## src/rtl/serial_ctl_slave.sv

```systemverilog
module serial_ctl_slave #(
  parameter logic [7:0] THR_RST   = 8'h20,
  parameter logic [6:0] PREF_ADDR = 7'h78,
  parameter logic [6:0] THR_ADDR  = 7'h79,
  parameter int         NUM_PREFS = 10
) (
  input  logic       clk,
  input  logic       rst_n,
  input  logic       vbi,
  input  logic       bus_clk,
  input  logic       data_i,
  output logic       data_o,
  output logic       data_oe,
  output logic [3:0] pref_o,
  output logic [7:0] thr_o
);

  typedef enum logic [1:0] {PH_ADDR, PH_WR, PH_RD} phase_t;

  logic [2:0] sc_s;
  logic [1:0] sd_s;
  logic       vbi_q;
  phase_t     phase;
  logic [2:0] cnt;
  logic [7:0] sh, tx;
  logic [6:0] addr;
  logic [3:0] pref_sh;
  logic [7:0] thr_sh;

  wire       rise   = sc_s[1] & ~sc_s[2];
  wire       bin    = sd_s[1];
  wire [7:0] byte_n = {sh[6:0], bin};
  wire       last   = (cnt == 3'd7);

  function automatic logic [7:0] rd_val(input logic [6:0] a,
                                        input logic [3:0] p,
                                        input logic [7:0] t);
    if (a == THR_ADDR)       return t;
    else if (a == PREF_ADDR) return {4'd0, p};
    else                     return 8'd0;
  endfunction

  assign data_o = tx[7];

  always_ff @(posedge clk or negedge rst_n) begin
    if (!rst_n) begin
      sc_s    <= '0;
      sd_s    <= '0;
      vbi_q   <= 1'b0;
      phase   <= PH_ADDR;
      cnt     <= '0;
      sh      <= '0;
      tx      <= '0;
      addr    <= '0;
      data_oe <= 1'b0;
      pref_sh <= '0;
      thr_sh  <= THR_RST;
      pref_o  <= '0;
      thr_o   <= THR_RST;
    end else begin
      sc_s  <= {sc_s[1:0], bus_clk};
      sd_s  <= {sd_s[0], data_i};
      vbi_q <= vbi;
      if (vbi && !vbi_q) begin
        pref_o <= pref_sh;
        thr_o  <= thr_sh;
      end
      if (vbi) begin
        phase   <= PH_ADDR;
        cnt     <= '0;
        data_oe <= 1'b0;
      end else if (rise) begin
        cnt <= cnt + 3'd1;
        unique case (phase)
          PH_ADDR: begin
            sh <= byte_n;
            if (last) begin
              addr <= byte_n[6:0];
              if (byte_n[7]) phase <= PH_WR;
              else begin
                phase   <= PH_RD;
                tx      <= rd_val(byte_n[6:0], pref_sh, thr_sh);
                data_oe <= 1'b1;
              end
            end
          end
          PH_WR: begin
            sh <= byte_n;
            if (last) begin
              phase <= PH_ADDR;
              if (addr == THR_ADDR) thr_sh <= byte_n;
              if (addr == PREF_ADDR && byte_n <= 8'(NUM_PREFS))
                pref_sh <= byte_n[3:0];
            end
          end
          PH_RD: begin
            tx <= {tx[6:0], 1'b0};
            if (last) begin
              phase   <= PH_ADDR;
              data_oe <= 1'b0;
            end
          end
          default: phase <= PH_ADDR;
        endcase
      end
    end
  end

endmodule

```

## config.mk

```make
export PLATFORM = sky130hd
export DESIGN_NAME = serial_ctl_slave
export DESIGN_NICKNAME = d
export VERILOG_FILES = /design/src/rtl/serial_ctl_slave.sv
export SDC_FILE = /design/constraint.sdc
export NUM_CORES = 1
export LEC_CHECK = 0
export BUFFER_PORTS_ARGS = -buffer_cell sky130_fd_sc_hd__buf_2
export CAP_MARGIN = 0
export CORE_ASPECT_RATIO = 1.4
export CORE_MARGIN = 10
export CORE_UTILIZATION = 40
export CTS_CLUSTER_SIZE = 8
export DETAILED_ROUTE_END_ITERATION = 10
export SLEW_MARGIN = 20
export SYNTH_ARGS = -nofsm -noshare
export SYNTH_HDL_FRONTEND = slang
export SYNTH_SLANG_ARGS = --single-unit
```

## constraint.sdc

```tcl
create_clock -name clk -period 5.5 [get_ports clk]
set_input_delay 1.1 -clock clk [delete_from_list [all_inputs] [get_ports clk]]
set_output_delay 1.1 -clock clk [all_outputs]
set_load 0.005 [all_outputs]
```

==> flow_metrics.env, run 1 <==
export IMPL_outcome="finished clean"
export IMPL_arrival_time_at_the_worst_endpoint_ps=2610
export IMPL_skew_ps=8.88
export IMPL_synth_cells=182
export IMPL_critical_path_depth=5
export IMPL_drt_pass1_iter_count=4
export IMPL_critical_path_buf_inv_count=1
export IMPL_leak_uw=0.00134
export IMPL_synth_top_cell_area_share_pct=57.1
export IMPL_asyncSetResetFlopFracSynth_pct=100
export IMPL_fin_crit_sh_pct=43.4
export IMPL_finalWorstPathRequiredPeriod_ps=2390
export IMPL_post_cts_resize_count=0
export IMPL_setup_total_negative_slack_ps=0
export IMPL_crit_path_top_delay_cell="sky130_fd_sc_hd__a2111oi_4"
export IMPL_startpoint_type="primary input"
export IMPL_cts_tree="built"
export IMPL_cpPeakStageDelay_ps=460
export IMPL_synth_edf_count=0
export IMPL_hold_path_startpoint="sd_s[0]$_DFF_PN0_"
export IMPL_initial_utilization_pct=41.6
export IMPL_final_core_util_pct=47.7
export IMPL_relSlewSlack_pct=36.3
export IMPL_drt_antenna_violating_nets=0
export IMPL_r2r_worst_path_cells=6
export IMPL_yosysMostFrequentCell="sky130_fd_sc_hd__dfrtp_1"
export IMPL_synth_yosys_seq_area_share_pct=59.2
export IMPL_number_of_core_rows=33
export IMPL_grt_antenna_before_repair=0
export IMPL_cts_bufs_inserted=9
export IMPL_depth_of_the_cts_h_tree=3
export IMPL_ir_worst_vdd_mv=0.193
export IMPL_met2_length_mm=2.21
export IMPL_syn_mean_instance_area_um2=13.5
export IMPL_grt_max_degree=59
export IMPL_post_cts_buffers=0
export IMPL_cts_max_path_buffers=2
export IMPL_fmax_mhz=419
export IMPL_count_of_yosys_warnings_during_synthesis=0
export IMPL_numClockSinks=58
export IMPL_power_per_cell_area_nw_per_um2=388
export IMPL_clock_insertion_delay_worst_skew_ps=340
export IMPL_worst_path_dominant_cell_family="simple AND/OR/NAND/NOR gates"
export IMPL_regToRegSetupSlack_ps=3220
export IMPL_detail_route_iter0_violations=70
export IMPL_first_global_vias=1491
export IMPL_vias_per_cell=5.18
export IMPL_postSynth_topFlopCell="sky130_fd_sc_hd__dfrtp_1"
export IMPL_clkSlewWorstSetupHoldPaths_ps=60
export IMPL_synth_top_cells_by_area="sky130_fd_sc_hd__dfrtp_1 57%, sky130_fd_sc_hd__mux2_2 18%, sky130_fd_sc_hd__ha_1 2.5%, sky130_fd_sc_hd__dfstp_2 2.1%, sky130_fd_sc_hd__a21oi_1 2.0%"
export IMPL_place_detailed_instances=264
export IMPL_unrepaired_setup_endpoints_after_global_routing="no"
export IMPL_m1WireLength_mm=1.96
export IMPL_timing_hold_worst_endpoint="sd_s[1]$_DFF_PN0_"
export IMPL_netlist_top_cells_count="56 x sky130_fd_sc_hd__dfrtp_1, 40 x sky130_fd_sc_hd__mux2_2, 12 x sky130_fd_sc_hd__nor2_1"
export IMPL_via_count=1450
export IMPL_hpwlAfterDp_mm=2.98
export IMPL_post_route_cells_drive_above_1_share_pct=39.5
export IMPL_total_grt_overflow=0
export IMPL_wl_met3_um=201
export IMPL_cap_violations=0
export IMPL_netlist_top_cell_by_area="sky130_fd_sc_hd__dfrtp_1"
export IMPL_actual_slew_at_the_worst_max_slew_pin_ps=954
export IMPL_pin_count=19
export IMPL_hold_depth=0
export IMPL_critical_path_endpoint_type="flip-flop"
export IMPL_fp_dieW_um=86.2
export IMPL_synthesis_nets=192
export IMPL_cts_hold_buffers=0
export IMPL_grt_first_pass_wirelength_mm=7.78
export IMPL_crit_required_ps=5720
export IMPL_ys_seq_elements=58
export IMPL_crit_path_cell_trace="buf_2, and4bb_2, nand4_2, a2111oi_4, mux2_2"
export IMPL_crit_path_max_fanout=12
export IMPL_port_buffers=18
export IMPL_core_area_um2=5900
export IMPL_stdcell_count=280
export IMPL_design_final_nets=215
export IMPL_grt_overall_usage_pct=10.1
export IMPL_route_top_layer_used="met4"
export IMPL_post_synthesis_instance_area_um2=2460
export IMPL_finalSetupViolations=0
export IMPL_globalplace_congestion=0.759
export IMPL_routed_wl_mm=4.44
export IMPL_fp_dieH_um=113
export IMPL_final_max_slew_viol_count=0
export IMPL_synthDistinctLibCells=35
export IMPL_antennaDiodeCount=0
export IMPL_wl_per_cell_um=15.9
export IMPL_finalHoldViolCount=0
export IMPL_r2r_start="phase[0]$_DFFE_PN0P_"
export IMPL_drt_drc=0
export IMPL_worst_hold_path_type="flip-flop to flip-flop"
export IMPL_area_enclosed_by_the_die_boundary_um2=9720
export IMPL_ctsRootBufferMaster="sky130_fd_sc_hd__clkbuf_8"
export IMPL_syn2layout_area_growth_pct=14.7
export IMPL_critPathKind="primary input to flip-flop"
export IMPL_r2r_end="tx[0]$_DFFE_PN0P_"
per-layer routing:
metal | GRT usage, % | vias up
li1 | - | 701
met1 | 11.8 | 726
met2 | 15.6 | 17
met3 | 4.38 | 6
met4 | 4.55 | 0
met5 | 0 | -
state kept, by name, indices dropped and copies added, names as in the netlist:
register / flops
addr: 7
thr_o: 8
phase: 2
sc_s: 3
pref_sh: 4
cnt: 3
vbi_q: 1
tx: 8
pref_o: 4
sh: 7
sd_s: 2
data_oe: 1
thr_sh: 8
power breakdown:
| group | switching [uW] | total [uW] | internal [uW] |
|---|---|---|---|
| registers | 66.9 | 550 | 483 |
| clock network | 163 | 394 | 231 |
| logic | 78.9 | 150 | 70.6 |
| total | 309 | 1090 | 785 |
layout by cell type (no fill, tap or decap), drive strengths merged, types with 2 or more instances in the layout:
| cell | n |
|---|---|
| clkbuf | 11 |
| ha | 5 |
| nand3b | 3 |
| nand2 | 9 |
| nor2 | 12 |
| mux2 | 40 |
| o21ai | 4 |
| nand2b | 3 |
| clkinv | 3 |
| dfrtp | 56 |
| inv | 5 |
| a32oi | 4 |
| a22oi | 3 |
| a21oi | 10 |
| dfstp | 2 |
| buf | 19 |
kinds of logic (layout without fill, tap and decap cells):
| logic type | count (synthesis) | count (layout) | share of synthesized area [%] |
|---|---|---|---|
| flops | 58 | 58 | 59.2 |
| mux | 41 | 41 | 18.7 |
| simple gates | 37 | 37 | 8.66 |
| compound gates | 28 | 28 | 8.56 |
| buf+inv | 12 | 40 | 1.94 |
| fa+ha+maj | 5 | 5 | 2.55 |
| xor+xnor | 1 | 1 | 0.357 |
area by class of cell:
cell class | instances | area, um^2
multi-input cells | 112 | 955
inverters | 5 | 18.8
fillers | 529 | 3090
flip-flops and latches | 58 | 1450
well taps | 70 | 87.6
repair buffers | 19 | 97.6
clock buffers | 11 | 151
clock inverters | 5 | 52.6
worst max-delay path by stage:
| stage | from | end | slack (ps) |
|---|---|---|---|
| 6_report | vbi | pref_sh[1]$_DFFE_PN0P_ | 3110 |
| 5_1_grt | phase[0]$_DFFE_PN0P_ | tx[0]$_DFFE_PN0P_ | 2970 |
| 4_1_cts | vbi | pref_sh[1]$_DFFE_PN0P_ | 3110 |
| 3_5_place_dp | vbi | pref_sh[1]$_DFFE_PN0P_ | 2740 |
| 3_3_place_gp | vbi | pref_sh[3]$_DFFE_PN0P_ | 2760 |
| 2_1_floorplan | vbi | pref_sh[0]$_DFFE_PN0P_ | 3070 |
per-stage QoR:
step | power, uW | hold slack (ps) | worst slack, ps | area [um^2]
3_3_place_gp | 706 | 334 | 2760 | 2610
6_report | 1090 | 347 | 3110 | 2820
3_5_place_dp | 709 | 336 | 2740 | 2610
4_1_cts | 1110 | 351 | 3110 | 2820
5_1_grt | 1160 | 363 | 2970 | 2820
2_1_floorplan | 652 | 331 | 3070 | 2460
Note: power is estimated with default switching activity, not from simulation.
==> run 2: changes to the inputs <==
==> constraint.sdc (replaced) <==
create_clock -name clk -period 1.95 [get_ports clk]
set_input_delay 0.39 -clock clk [delete_from_list [all_inputs] [get_ports clk]]
set_output_delay 0.39 -clock clk [all_outputs]
set_load 0.005 [all_outputs]
==> flow_metrics.env, run 2 (synthesized netlist as in run 1, its figures left out) <==
export IMPL_outcome="finished clean"
export IMPL_routed_wl_mm=4.75
export IMPL_power_report_internal_total_uw=2220
export IMPL_power_per_cell_area_nw_per_um2=1040
export IMPL_core_area_um2=5900
export IMPL_sequentialPowerShare_pct=48.0
export IMPL_hold_ws_ps=154
export IMPL_final_core_util_pct=50.6
export IMPL_ctsRootBufferMaster="sky130_fd_sc_hd__clkbuf_8"
export IMPL_grt_first_pass_wirelength_mm=8.10
export IMPL_actual_slew_at_the_worst_max_slew_pin_ps=441
export IMPL_stdcell_count=296
export IMPL_drt_pass1_iter_count=4
export IMPL_clkSlewWorstSetupHoldPaths_ps=60
export IMPL_initial_utilization_pct=41.6
export IMPL_share_comb_of_total_power_pct=18.3
export IMPL_total_grt_overflow=0
export IMPL_cts_max_path_buffers=2
export IMPL_fin_crit_sh_pct=98.8
export IMPL_arrival_time_at_the_worst_endpoint_ps=2150
export IMPL_place_detailed_instances=278
export IMPL_post_route_cells_drive_above_1_share_pct=43.4
export IMPL_first_global_vias=1618
export IMPL_crit_path_top_delay_cell="sky130_fd_sc_hd__dfrtp_1"
export IMPL_worst_hold_path_type="primary input to flip-flop"
export IMPL_number_of_core_rows=33
export IMPL_ir_worst_vdd_mv=0.490
export IMPL_fp_dieW_um=86.2
export IMPL_num_fill_cells=529
export IMPL_detail_route_iter0_violations=53
export IMPL_skew_ps=8.62
export IMPL_fmax_mhz=519
export IMPL_sw_frac_of_total_pct=28.8
export IMPL_multi_input_area_um2=993
export IMPL_area_enclosed_by_the_die_boundary_um2=9720
export IMPL_cpPeakStageDelay_ps=380
export IMPL_port_buffers=18
export IMPL_r2r_start="cnt[0]$_DFFE_PN0P_"
export IMPL_finalSetupViolations=0
export IMPL_wl_per_cell_um=16.0
export IMPL_hpwlAfterDp_mm=3.36
export IMPL_finalWorstPathRequiredPeriod_ps=1930
export IMPL_design_final_nets=231
export IMPL_clock_insertion_delay_worst_skew_ps=340
export IMPL_fp_dieH_um=113
export IMPL_grt_overall_usage_pct=10.5
export IMPL_leak_uw=0.00143
export IMPL_most_common_layout_cells="56 x sky130_fd_sc_hd__dfrtp_1, 36 x sky130_fd_sc_hd__mux2_2, 18 x sky130_fd_sc_hd__buf_2, 14 x sky130_fd_sc_hd__buf_4, 12 x sky130_fd_sc_hd__nor2_1"
export IMPL_critical_path_startpoint="cnt[0]$_DFFE_PN0P_"
export IMPL_startpoint_type="flip-flop"
export IMPL_syn2layout_area_growth_pct=21.5
export IMPL_top_regs="thr_o (8), thr_sh (8), tx (8)"
export IMPL_finalHoldViolCount=0
export IMPL_unrepaired_setup_endpoints_after_global_routing="yes"
export IMPL_pin_count=19
export IMPL_vias_per_cell=5.17
export IMPL_crit_required_ps=2170
export IMPL_antennaDiodeCount=0
export IMPL_cap_violations=0
export IMPL_via_count=1530
export IMPL_hold_path_startpoint="data_i"
export IMPL_r2r_worst_path_cells=7
export IMPL_globalplace_congestion=0.763
export IMPL_hold_depth=1
export IMPL_setup_total_negative_slack_ps=0
export IMPL_grt_antenna_before_repair=0
export IMPL_cts_tree="built"
export IMPL_crit_path_max_fanout=4
export IMPL_cts_bufs_inserted=9
export IMPL_final_max_slew_viol_count=0
export IMPL_critPathKind="flip-flop to flip-flop"
export IMPL_drt_drc=0
export IMPL_clock_power_share_pct=33.6
export IMPL_critical_path_endpoint_type="flip-flop"
export IMPL_depth_of_the_cts_h_tree=3
export IMPL_numClockSinks=58
export IMPL_seq_area_um2=1450
export IMPL_drt_antenna_violating_nets=0
export IMPL_crit_path_cell_trace="ha_2, ha_4, and4bb_2, nand4_4, a2111oi_4, buf_4, mux2_4"
export IMPL_grt_max_degree=25
export IMPL_relSlewSlack_pct=70.6
export IMPL_most_common_cell_after_layout_fill_and_taps_aside="sky130_fd_sc_hd__dfrtp_1"
export IMPL_net_switching_component_of_the_power_uw=898
run 2: cell count changes in the layout (fill, tap and decap cells not counted), sizes merged:
cell         previous run  this run
buf                    19        34
clkinv                  3         2
clkinvlp                1         2
dlygate4sd3             0         1
run 2: worst paths after layout:
kind                                          end  slack, ps
setup reg to reg           pref_sh[2]$_DFFE_PN0P_         20
min in group asynchronous    thr_o[3]$_DFFE_PN0P_        520
setup / recovery           pref_sh[2]$_DFFE_PN0P_         20
hold reg to reg                 sc_s[1]$_DFF_PN0_        350
max in group asynchronous      cnt[2]$_DFFE_PN0P_        820
hold / removal                  sd_s[0]$_DFF_PN0_        150
run 2: cell type report:
| cell class | instances | share of cell area, % |
|---|---|---|
| clock buffers | 11 | 4.40 |
| clock inverters | 5 | 1.84 |
| inverters | 5 | 0.629 |
| multi-input cells | 112 | 33.3 |
| flip-flops and latches | 58 | 48.7 |
| well taps | 70 | 2.93 |
| repair buffers | 35 | 8.21 |
run 2: power groups by stage:
stage,Sequential (uW),Combinational [uW],Clock (uW)
CTS,1500,580,1080
global route,1520,643,1140
detailed placement,1520,573,0
finish,1500,572,1050
global placement,1520,563,0
floorplan,1500,338,0
run 2: critical path: cells and delay by family, from the launching register on:
| kind | cells | cell delay [ps] |
|---|---|---|
| flops | 1 | 380 |
| buf+inv | 1 | 200 |
| simple gates | 2 | 410 |
| fa+ha+maj | 2 | 320 |
| mux | 1 | 300 |
| compound gates | 1 | 200 |
run 2: repair_timing:
| action | 4_1_cts | 5_1_grt |
|---|---|---|
| hold buffers | 1 | 0 |
| setup buffers | 0 | 1 |
| gates resized for setup | 0 | 8 |
| endpoints found under the hold margin | 14 | 0 |
| setup endpoints to repair | 0 | 11 |
run 2: through the flow:
step | area (um^2) | setup slack [ps] | total power [uW]
after floorplan | 2460 | 81.9 | 1840
after global placement | 2740 | 57.6 | 2080
after detailed placement | 2740 | 29.6 | 2090
after CTS | 2940 | 19.1 | 3160
after global routing | 2990 | -53.3 | 3310
final | 2990 | 22.9 | 3120
run 2: per-layer routing:
metal | track usage [%] | share of wire, % | up-vias
met5 | 0 | 0 | -
met4 | 6.50 | 2.4 | 0
met3 | 2.94 | 3.3 | 10
met2 | 16.6 | 50 | 23
met1 | 12.2 | 44 | 764
li1 | - | - | 733
==> run 3: changes to the inputs <==
--- a/config.mk
+++ b/config.mk
@@ -5,6 +5,7 @@
 export SDC_FILE = /design/constraint.sdc
 export NUM_CORES = 1
 export LEC_CHECK = 0
+export ABC_AREA = 1
 export BUFFER_PORTS_ARGS = -buffer_cell sky130_fd_sc_hd__buf_2
 export CAP_MARGIN = 0
 export CORE_ASPECT_RATIO = 1.4
==> flow_metrics.env, run 3 <==
export IMPL_cts_tree="built"
export IMPL_drt_pass1_iter_count=4
export IMPL_cap_violations=0
export IMPL_drt_drc=0
export IMPL_first_global_vias=1875
export IMPL_post_route_cells_drive_above_1_share_pct=19.2
export IMPL_routed_wl_mm=5.02
export IMPL_worst_path_dominant_cell_family="simple AND/OR/NAND/NOR gates"
export IMPL_total_grt_overflow=0
export IMPL_via_count=1866
export IMPL_fin_crit_sh_pct=89.5
export IMPL_synth_top_cell_area_share_pct=54.8
export IMPL_numClockSinks=58
export IMPL_most_common_cell_after_layout_fill_and_taps_aside="sky130_fd_sc_hd__nand2_1"
export IMPL_crit_required_ps=2180
export IMPL_power_uw=2890
export IMPL_clock_insertion_delay_worst_skew_ps=340
export IMPL_arrival_time_at_the_worst_endpoint_ps=1970
export IMPL_fp_dieW_um=87.6
export IMPL_skew_ps=6.50
export IMPL_finalSetupViolations=0
export IMPL_cpPeakStageDelay_ps=360
export IMPL_area_enclosed_by_the_die_boundary_um2=10000
export IMPL_crit_path_max_fanout=9
export IMPL_antennaDiodeCount=0
export IMPL_grt_max_degree=59
export IMPL_worst_hold_path_type="primary input to async pin"
export IMPL_ys_seq_elements=58
export IMPL_outcome="finished clean"
export IMPL_post_synthesis_instance_area_um2=2560
export IMPL_ir_worst_vdd_mv=0.417
export IMPL_fp_dieH_um=115
export IMPL_globalRouteMet3Util_pct=3.28
export IMPL_critPathKind="flip-flop to flip-flop"
export IMPL_globalRoute_busiestLayer="met2"
export IMPL_synth_edf_count=0
export IMPL_wl_per_cell_um=13.2
export IMPL_final_max_slew_viol_count=0
export IMPL_drt_antenna_violating_nets=0
export IMPL_most_common_layout_cells="95 x sky130_fd_sc_hd__nand2_1, 56 x sky130_fd_sc_hd__dfrtp_1, 29 x sky130_fd_sc_hd__nand3_1, 24 x sky130_fd_sc_hd__o21ai_0, 18 x sky130_fd_sc_hd__buf_2"
export IMPL_cts_bufs_inserted=9
export IMPL_syn_mean_instance_area_um2=9.30
export IMPL_critical_path_startpoint="cnt[0]$_DFFE_PN0P_"
export IMPL_depth_of_the_cts_h_tree=3
export IMPL_post_cts_buffers=0
export IMPL_unrepaired_setup_endpoints_after_global_routing="no"
export IMPL_relSlewSlack_pct=47.6
export IMPL_stdcell_count=379
export IMPL_asyncSetResetFlopFracSynth_pct=100
export IMPL_setup_total_negative_slack_ps=0
export IMPL_netlist_top_cells_count="95 x sky130_fd_sc_hd__nand2_1, 56 x sky130_fd_sc_hd__dfrtp_1, 29 x sky130_fd_sc_hd__nand3_1"
export IMPL_post_cts_resize_count=0
export IMPL_place_detailed_instances=364
export IMPL_postSynth_topFlopCell="sky130_fd_sc_hd__dfrtp_1"
export IMPL_syn2layout_area_growth_pct=14.5
export IMPL_r2r_end="thr_sh[6]$_DFFE_PN0P_"
export IMPL_cts_max_path_buffers=2
export IMPL_finalWorstPathRequiredPeriod_ps=1750
export IMPL_number_of_core_rows=34
export IMPL_synth_top_cells_by_area="sky130_fd_sc_hd__dfrtp_1 55%, sky130_fd_sc_hd__nand2_1 14%, sky130_fd_sc_hd__nand3_1 5.7%, sky130_fd_sc_hd__o21ai_0 4.7%, sky130_fd_sc_hd__mux2_4 4.7%"
export IMPL_startpoint_type="flip-flop"
export IMPL_pin_count=19
export IMPL_grt_overall_usage_pct=11.0
export IMPL_synthesis_nets=285
export IMPL_crit_path_top_delay_cell="sky130_fd_sc_hd__dfrtp_1"
export IMPL_synth_yosys_seq_area_share_pct=56.9
export IMPL_critical_path_buf_inv_count=0
export IMPL_cts_hold_buffers=0
export IMPL_detail_route_iter0_violations=97
export IMPL_fmax_mhz=573
export IMPL_vias_per_cell=4.92
export IMPL_yosysMostFrequentCell="sky130_fd_sc_hd__nand2_1"
export IMPL_ctsRootBufferMaster="sky130_fd_sc_hd__clkbuf_8"
export IMPL_crit_path_cell_trace="ha_1, ha_1, nand4_1, nor3_4, nand2_2, nand2_1, nand2_1"
export IMPL_use_met1_pct=12.6
export IMPL_core_area_um2=6210
export IMPL_design_final_nets=313
export IMPL_regToRegSetupSlack_ps=200
export IMPL_netlist_top_cell_by_area="sky130_fd_sc_hd__dfrtp_1"
export IMPL_actual_slew_at_the_worst_max_slew_pin_ps=781
export IMPL_count_of_yosys_warnings_during_synthesis=0
export IMPL_grt_first_pass_wirelength_mm=8.78
export IMPL_r2r_start="cnt[0]$_DFFE_PN0P_"
export IMPL_hpwlAfterDp_mm=3.52
export IMPL_leak_uw=0.00153
export IMPL_synth_cells=275
export IMPL_final_core_util_pct=47.1
export IMPL_initial_utilization_pct=41.2
export IMPL_critical_path_endpoint_type="flip-flop"
export IMPL_port_buffers=18
export IMPL_finalHoldViolCount=0
export IMPL_synthDistinctLibCells=23
export IMPL_globalplace_congestion=0.894
export IMPL_grt_antenna_before_repair=0
export IMPL_power_per_cell_area_nw_per_um2=988
export IMPL_r2r_worst_path_cells=7
export IMPL_met2_usage_pct=17.5
export IMPL_clkSlewWorstSetupHoldPaths_ps=60
export IMPL_top_regs="thr_o (8), thr_sh (8), tx (8)"
run 3: cell types whose count changed after synthesis, sizes merged, moves of 2 or more:
| cell | delta |
|---|---|
| a21oi | -9 |
| mux2 | -29 |
| clkbuf | -3 |
| a32oi | -4 |
| nand2 | +87 |
| nand2b | -3 |
| inv | +14 |
| nor2 | +6 |
| a22oi | -3 |
| o21ai | +22 |
| o31ai | +2 |
| buf | +3 |
| nand3b | -3 |
| nand3 | +28 |
run 3: kinds of logic (layout without fill, tap and decap cells):
family	count (synthesis)	count (layout)	synth area share [%]
mux	11	11	6.02
buf+inv	26	58	4.94
flops	58	58	56.9
fa+ha+maj	5	5	2.45
simple gates	146	146	23.8
compound gates	29	29	5.87
run 3: worst max path at each step:
stage / slack (ps) / endpoint / cells past startpoint
floorplan: 450 / thr_sh[0]$_DFFE_PN0P_ / 7
global placement: 180 / thr_sh[7]$_DFFE_PN0P_ / 7
detailed placement: 180 / thr_sh[1]$_DFFE_PN0P_ / 7
CTS: 160 / thr_sh[1]$_DFFE_PN0P_ / 7
global route: 6 / thr_sh[1]$_DFFE_PN0P_ / 7
finish: 200 / thr_sh[6]$_DFFE_PN0P_ / 7
run 3: where the power goes:
part           internal [uW]  leakage [uW]  switching, uW
registers               1300      0.000781            103
logic                    160      0.000646            287
clock network            588      0.000101            450
total                   2050       0.00153            840
run 3: layout make-up:
| type | count | area [um^2] |
|---|---|---|
| clock buffer | 13 | 179 |
| timing repair buffer | 24 | 148 |
| fill | 598 | 3280 |
| tap | 72 | 90.1 |
| inverter | 19 | 71.3 |
| clock inverter | 2 | 10.0 |
| sequential | 58 | 1450 |
| multi-input combinational | 191 | 976 |
run 3: routing by layer:
layer	wire, um	vias up
met5	0	-
li1	-	945
met2	2480	32
met1	2170	878
met4	137	0
met3	226	11
run 3: through the flow:
stage / hold WS, ps / setup WS, ps / instance area, um^2
after floorplan: 94.4 / 455 / 2560
after global placement: 332 / 184 / 2740
after detailed placement: 335 / 185 / 2740
after CTS: 44.8 / 159 / 2930
after global routing: 65.9 / 6.00 / 2930
final: 38.2 / 204 / 2930
